===== src/rtl/fwd_pkg.sv =====
package fwd_pkg;

    // EX operand source select encoding
    typedef enum logic [1:0] {
        FWD_RF  = 2'b00,
        FWD_MEM = 2'b01,
        FWD_WB  = 2'b10
    } fwd_sel_e;

endpackage


===== src/rtl/fwd_ex_select.sv =====
module fwd_ex_select
    import fwd_pkg::*;
#(
    parameter int AW = 5
) (
    input  logic [AW-1:0] src,
    input  logic [AW-1:0] mem_dst,
    input  logic          mem_wr,
    input  logic          mem_load,
    input  logic [AW-1:0] wb_dst,
    input  logic          wb_wr,
    output fwd_sel_e      sel
);
    localparam logic [AW-1:0] ZERO_REG = '0;

    logic src_live;
    logic mem_hit;
    logic wb_hit;

    always_comb begin
        src_live = (src != ZERO_REG);
        // EX/MEM holds an address, not data, for a load
        mem_hit  = src_live && mem_wr && !mem_load && (mem_dst == src);
        wb_hit   = src_live && wb_wr && (wb_dst == src);
    end

    // Newest producer first
    always_comb begin
        unique case ({mem_hit, wb_hit})
            2'b10, 2'b11: sel = FWD_MEM;
            2'b01:        sel = FWD_WB;
            default:      sel = FWD_RF;
        endcase
    end
endmodule


===== src/rtl/fwd_id_bypass.sv =====
module fwd_id_bypass #(
    parameter int AW = 5
) (
    input  logic [AW-1:0] src,
    input  logic [AW-1:0] wb_dst,
    input  logic          wb_wr,
    output logic          byp
);
    localparam logic [AW-1:0] ZERO_REG = '0;

    always_comb begin
        byp = wb_wr && (src != ZERO_REG) && (src == wb_dst);
    end
endmodule


===== src/rtl/fwd_load_use.sv =====
module fwd_load_use #(
    parameter int AW   = 5,
    parameter int NSRC = 2
) (
    input  logic [NSRC-1:0][AW-1:0] id_src,
    input  logic [AW-1:0]           ex_dst,
    input  logic                    ex_wr,
    input  logic                    ex_load,
    output logic                    stall
);
    localparam logic [AW-1:0] ZERO_REG = '0;

    logic [NSRC-1:0] dep;

    for (genvar g = 0; g < NSRC; g++) begin : g_dep
        assign dep[g] = (id_src[g] == ex_dst);
    end

    always_comb begin
        stall = ex_wr && ex_load && (ex_dst != ZERO_REG) && (|dep);
    end
endmodule


===== src/rtl/fwd_hazard_unit.sv =====
module fwd_hazard_unit
    import fwd_pkg::*;
#(
    parameter int AW = 5
) (
    input  logic [AW-1:0] id_src_a,
    input  logic [AW-1:0] id_src_b,
    input  logic [AW-1:0] ex_src_a,
    input  logic [AW-1:0] ex_src_b,
    input  logic [AW-1:0] ex_dst,
    input  logic          ex_wr,
    input  logic          ex_load,
    input  logic [AW-1:0] mem_dst,
    input  logic          mem_wr,
    input  logic          mem_load,
    input  logic [AW-1:0] wb_dst,
    input  logic          wb_wr,
    output logic [1:0]    ex_sel_a,
    output logic [1:0]    ex_sel_b,
    output logic          id_byp_a,
    output logic          id_byp_b,
    output logic          stall
);
    localparam int NSRC = 2;

    logic [NSRC-1:0][AW-1:0] ex_src;
    logic [NSRC-1:0][AW-1:0] id_src;
    fwd_sel_e [NSRC-1:0]     ex_sel;
    logic [NSRC-1:0]         id_byp;

    assign ex_src = {ex_src_b, ex_src_a};
    assign id_src = {id_src_b, id_src_a};

    for (genvar g = 0; g < NSRC; g++) begin : g_src
        fwd_ex_select #(.AW(AW)) u_ex_sel (
            .src      (ex_src[g]),
            .mem_dst  (mem_dst),
            .mem_wr   (mem_wr),
            .mem_load (mem_load),
            .wb_dst   (wb_dst),
            .wb_wr    (wb_wr),
            .sel      (ex_sel[g])
        );
        fwd_id_bypass #(.AW(AW)) u_id_byp (
            .src    (id_src[g]),
            .wb_dst (wb_dst),
            .wb_wr  (wb_wr),
            .byp    (id_byp[g])
        );
    end

    fwd_load_use #(.AW(AW), .NSRC(NSRC)) u_load_use (
        .id_src  (id_src),
        .ex_dst  (ex_dst),
        .ex_wr   (ex_wr),
        .ex_load (ex_load),
        .stall   (stall)
    );

    assign ex_sel_a = ex_sel[0];
    assign ex_sel_b = ex_sel[1];
    assign id_byp_a = id_byp[0];
    assign id_byp_b = id_byp[1];
endmodule


===== config.mk =====
export PLATFORM = sky130hd
export DESIGN_NAME = fwd_hazard_unit
export DESIGN_NICKNAME = d
export VERILOG_FILES = /design/src/rtl/fwd_pkg.sv /design/src/rtl/fwd_ex_select.sv /design/src/rtl/fwd_id_bypass.sv /design/src/rtl/fwd_load_use.sv /design/src/rtl/fwd_hazard_unit.sv
export SDC_FILE = /design/constraint.sdc
export NUM_CORES = 1
export LEC_CHECK = 0
export BUFFER_PORTS_ARGS = -buffer_cell sky130_fd_sc_hd__buf_2
export CORE_AREA = 2 2 41 43
export DETAILED_ROUTE_END_ITERATION = 16
export DIE_AREA = 0 0 43 45
export GPL_TIMING_DRIVEN = 0
export PLACE_DENSITY = 0.81
export SLEW_MARGIN = 30
export SYNTH_ARGS = -nofsm -noshare
export SYNTH_HDL_FRONTEND = slang
export SYNTH_HIERARCHICAL = 1
export SYNTH_SLANG_ARGS = --single-unit

===== constraint.sdc =====
create_clock -name vclk -period 1.74
set_input_delay 0.348 -clock vclk [all_inputs]
set_output_delay 0.348 -clock vclk [all_outputs]
set_load 0.1 [all_outputs]

==> flow_metrics.py <==
metrics = {
    "status": {
        "outcome": "finished with violations",
        "violations": "negative setup slack",
    },
    "worst_setup_path": {
        "crit_fanout": 3,
        "startpoint_type": "primary input",
        "path_class": "in -> out",
        "path_cells": "buf_8 > or4_4 > nor2_4 > nor3_4 > nor4_4 > buf_6",
        "cp.arrival_ns": 1.65,
        "critPathMaxStageDelay_ns": 0.54,
        "worstPathRequired_ns": 1.39,
        "cp_slowest_cell": "or4_4",
        "endpoint_kind": "primary output",
    },
    "routing": {
        "first_iter_violations": 4,
        "firstDrtPassIters": 4,
        "viasPerCell": 5.360,
        "wl_per_cell_um": 13.08,
        "drc_errors": 0,
        "ant_nets": 0,
        "vias": 745,
        "wl_um": 1818,
    },
    "synth": {
        "synth.most_common_cell": "xnor2_1",
        "yosys.area.top_type": "xnor2_1",
        "avgSynthCellArea_sq_um": 7.953,
        "synth_common_cells": "26 x xnor2_1, 12 x xor2_1",
        "synth_cell_types": 16,
        "ys_seq_area_frac": 0,
        "synth_nets": 113,
        "syn_area_sq_um": 580.6,
        "syn_inst": 73,
        "yosysWarnings": 6,
        "synth_top_area_frac": 0.3922,
        "synthTopCellsByArea": "xnor2_1 39%, xor2_1 18%, nor4_2 8.6%",
    },
    "power": {
        "vdd_drop_max_uv": 129.5,
        "pwr-share-comb": 1.000,
        "internal_power_mw": 0.1287,
        "power_mw": 0.2543,
        "seq_power_share": 0,
        "switching_share": 0.4941,
        "power_density_nw_per_um2": 235.8,
        "p_clk_frac": 0,
        "power.switching_mw": 0.1257,
        "p_leak_nw": 0.4385,
    },
    "grt": {
        "overflow": 0,
        "grt_max_degree": 7,
        "grt_pass1_vias": 773,
        "grt_pass1_wl_um": 3139,
        "antenna_found_initial": 0,
        "grt.total_usage": 0.2054,
    },
    "sta": {
        "max_freq_ghz": 0.5000,
        "final.min_clock_period_ns": 2.000,
        "fin_setup_tns_ns": -0.6182,
        "worst_pin_slew_ns": 0.4840,
        "finalSetupViolCount": 3,
        "whs_ns": 1.077,
        "slew_viol_final": 0,
        "period_share": 1.150,
        "relSlewSlack": 0.6796,
        "setup_slack_ns": -0.2602,
        "final-hold-violation-count": 0,
        "rsz0062_at_grt": "yes",
    },
    "placement": {
        "place_hpwl_um": 1537,
        "globalplace.congestion": 0.7132,
        "dpl_worst_slack_ns": -0.5188,
        "port_buffers": 47,
    },
    "finish": {
        "num_antenna_cells": 0,
        "area_growth_pct": 85.78,
        "seqCellArea_sq_um": 0,
        "clkbuf_count": 0,
        "final_nets": 165,
        "multiInputGateArea_sq_um": 699.4,
        "fin_util": 0.7330,
        "drive_gt1_frac": 0.5772,
        "seq_cell_count": 0,
        "fillers": 108,
    },
    "die": {
        "coreArea_sq_um": 1471,
        "rows": 14,
        "die-width_um": 43,
        "die-area_sq_um": 1935,
        "start_util": 0.3946,
        "pin_count": 47,
        "die_h_um": 45,
    },
    "worst_hold_path": {
        "worstHoldPathType": "in -> out",
        "hold_depth": 4,
    },
    "job": {
        "max-cap-violations": 0,
    },
    "clocking": {
        "cts_hold_buffers": 0,
    },
}
==> path summary, 6_finish.rpt <==
kind / to / slack, ns / start
setup / recovery: ex_sel_a[1] / -0.26 / ex_src_a[2]
hold / removal: stall / 1.08 / ex_wr
==> cell families (layout without fill, tap and decap cells) <==
group / Yosys count / in the layout / synth area share
XOR/XNOR: 38 / 38 / 0.5733
buffers and inverters: 0 / 50 / 0
AO/OA/AOI/OAI: 4 / 4 / 0.04740
AND/OR/NAND/NOR: 31 / 31 / 0.3793
==> power groups by stage <==
stage          combinational, mW  sequential, mW  clock [mW]
6_report                   0.254               0           0
5_1_grt                    0.276               0           0
4_1_cts                    0.250               0           0
3_5_place_dp               0.232               0           0
3_3_place_gp               0.224               0           0
2_1_floorplan              0.130               0           0
==> layer usage <==
metal  wire length (um)  up-vias  global-route usage
met5                  0        -                   0
met4                 17        0                   0
met3                193        2             0.02000
met2                974       43              0.4364
met1                633      333              0.2324
li1                   -      367                   -
==> layout by cell type (no fill, tap or decap), drive strengths merged, types with 3 or more instances in the layout <==
cell,instances
or4,3
nor3,6
xnor2,26
buf,50
xor2,12
nand4,4
nor4,4
nand2,4
==> final cells by class <==
| class | count | area share |
|---|---|---|
| repair buffers | 50 | 0.3329 |
| well taps | 16 | 0.01856 |
| multi-input cells | 73 | 0.6485 |
==> worst max-delay path, delay by kind of cell <==
family,cells,cell delay [ns]
buffers and inverters,2,0.36
AND/OR/NAND/NOR,4,0.95
==> stage by stage <==
step / cells / cell area (sq um)
finish: 139 / 1079
global route: 139 / 1079
global placement: 136 / 942.2
detailed placement: 136 / 942.2
CTS: 139 / 1052
floorplan: 73 / 686.9
==> repair_timing <==
action                     4_1_cts  5_1_grt
gates resized for setup         27        6
cloned                           0        0
setup buffers                    3        0
hold endpoints to repair         0        0
setup endpoints to repair        7        6
pin swaps                        5        5
No activity file was read; power rests on OpenSTA's default activity.
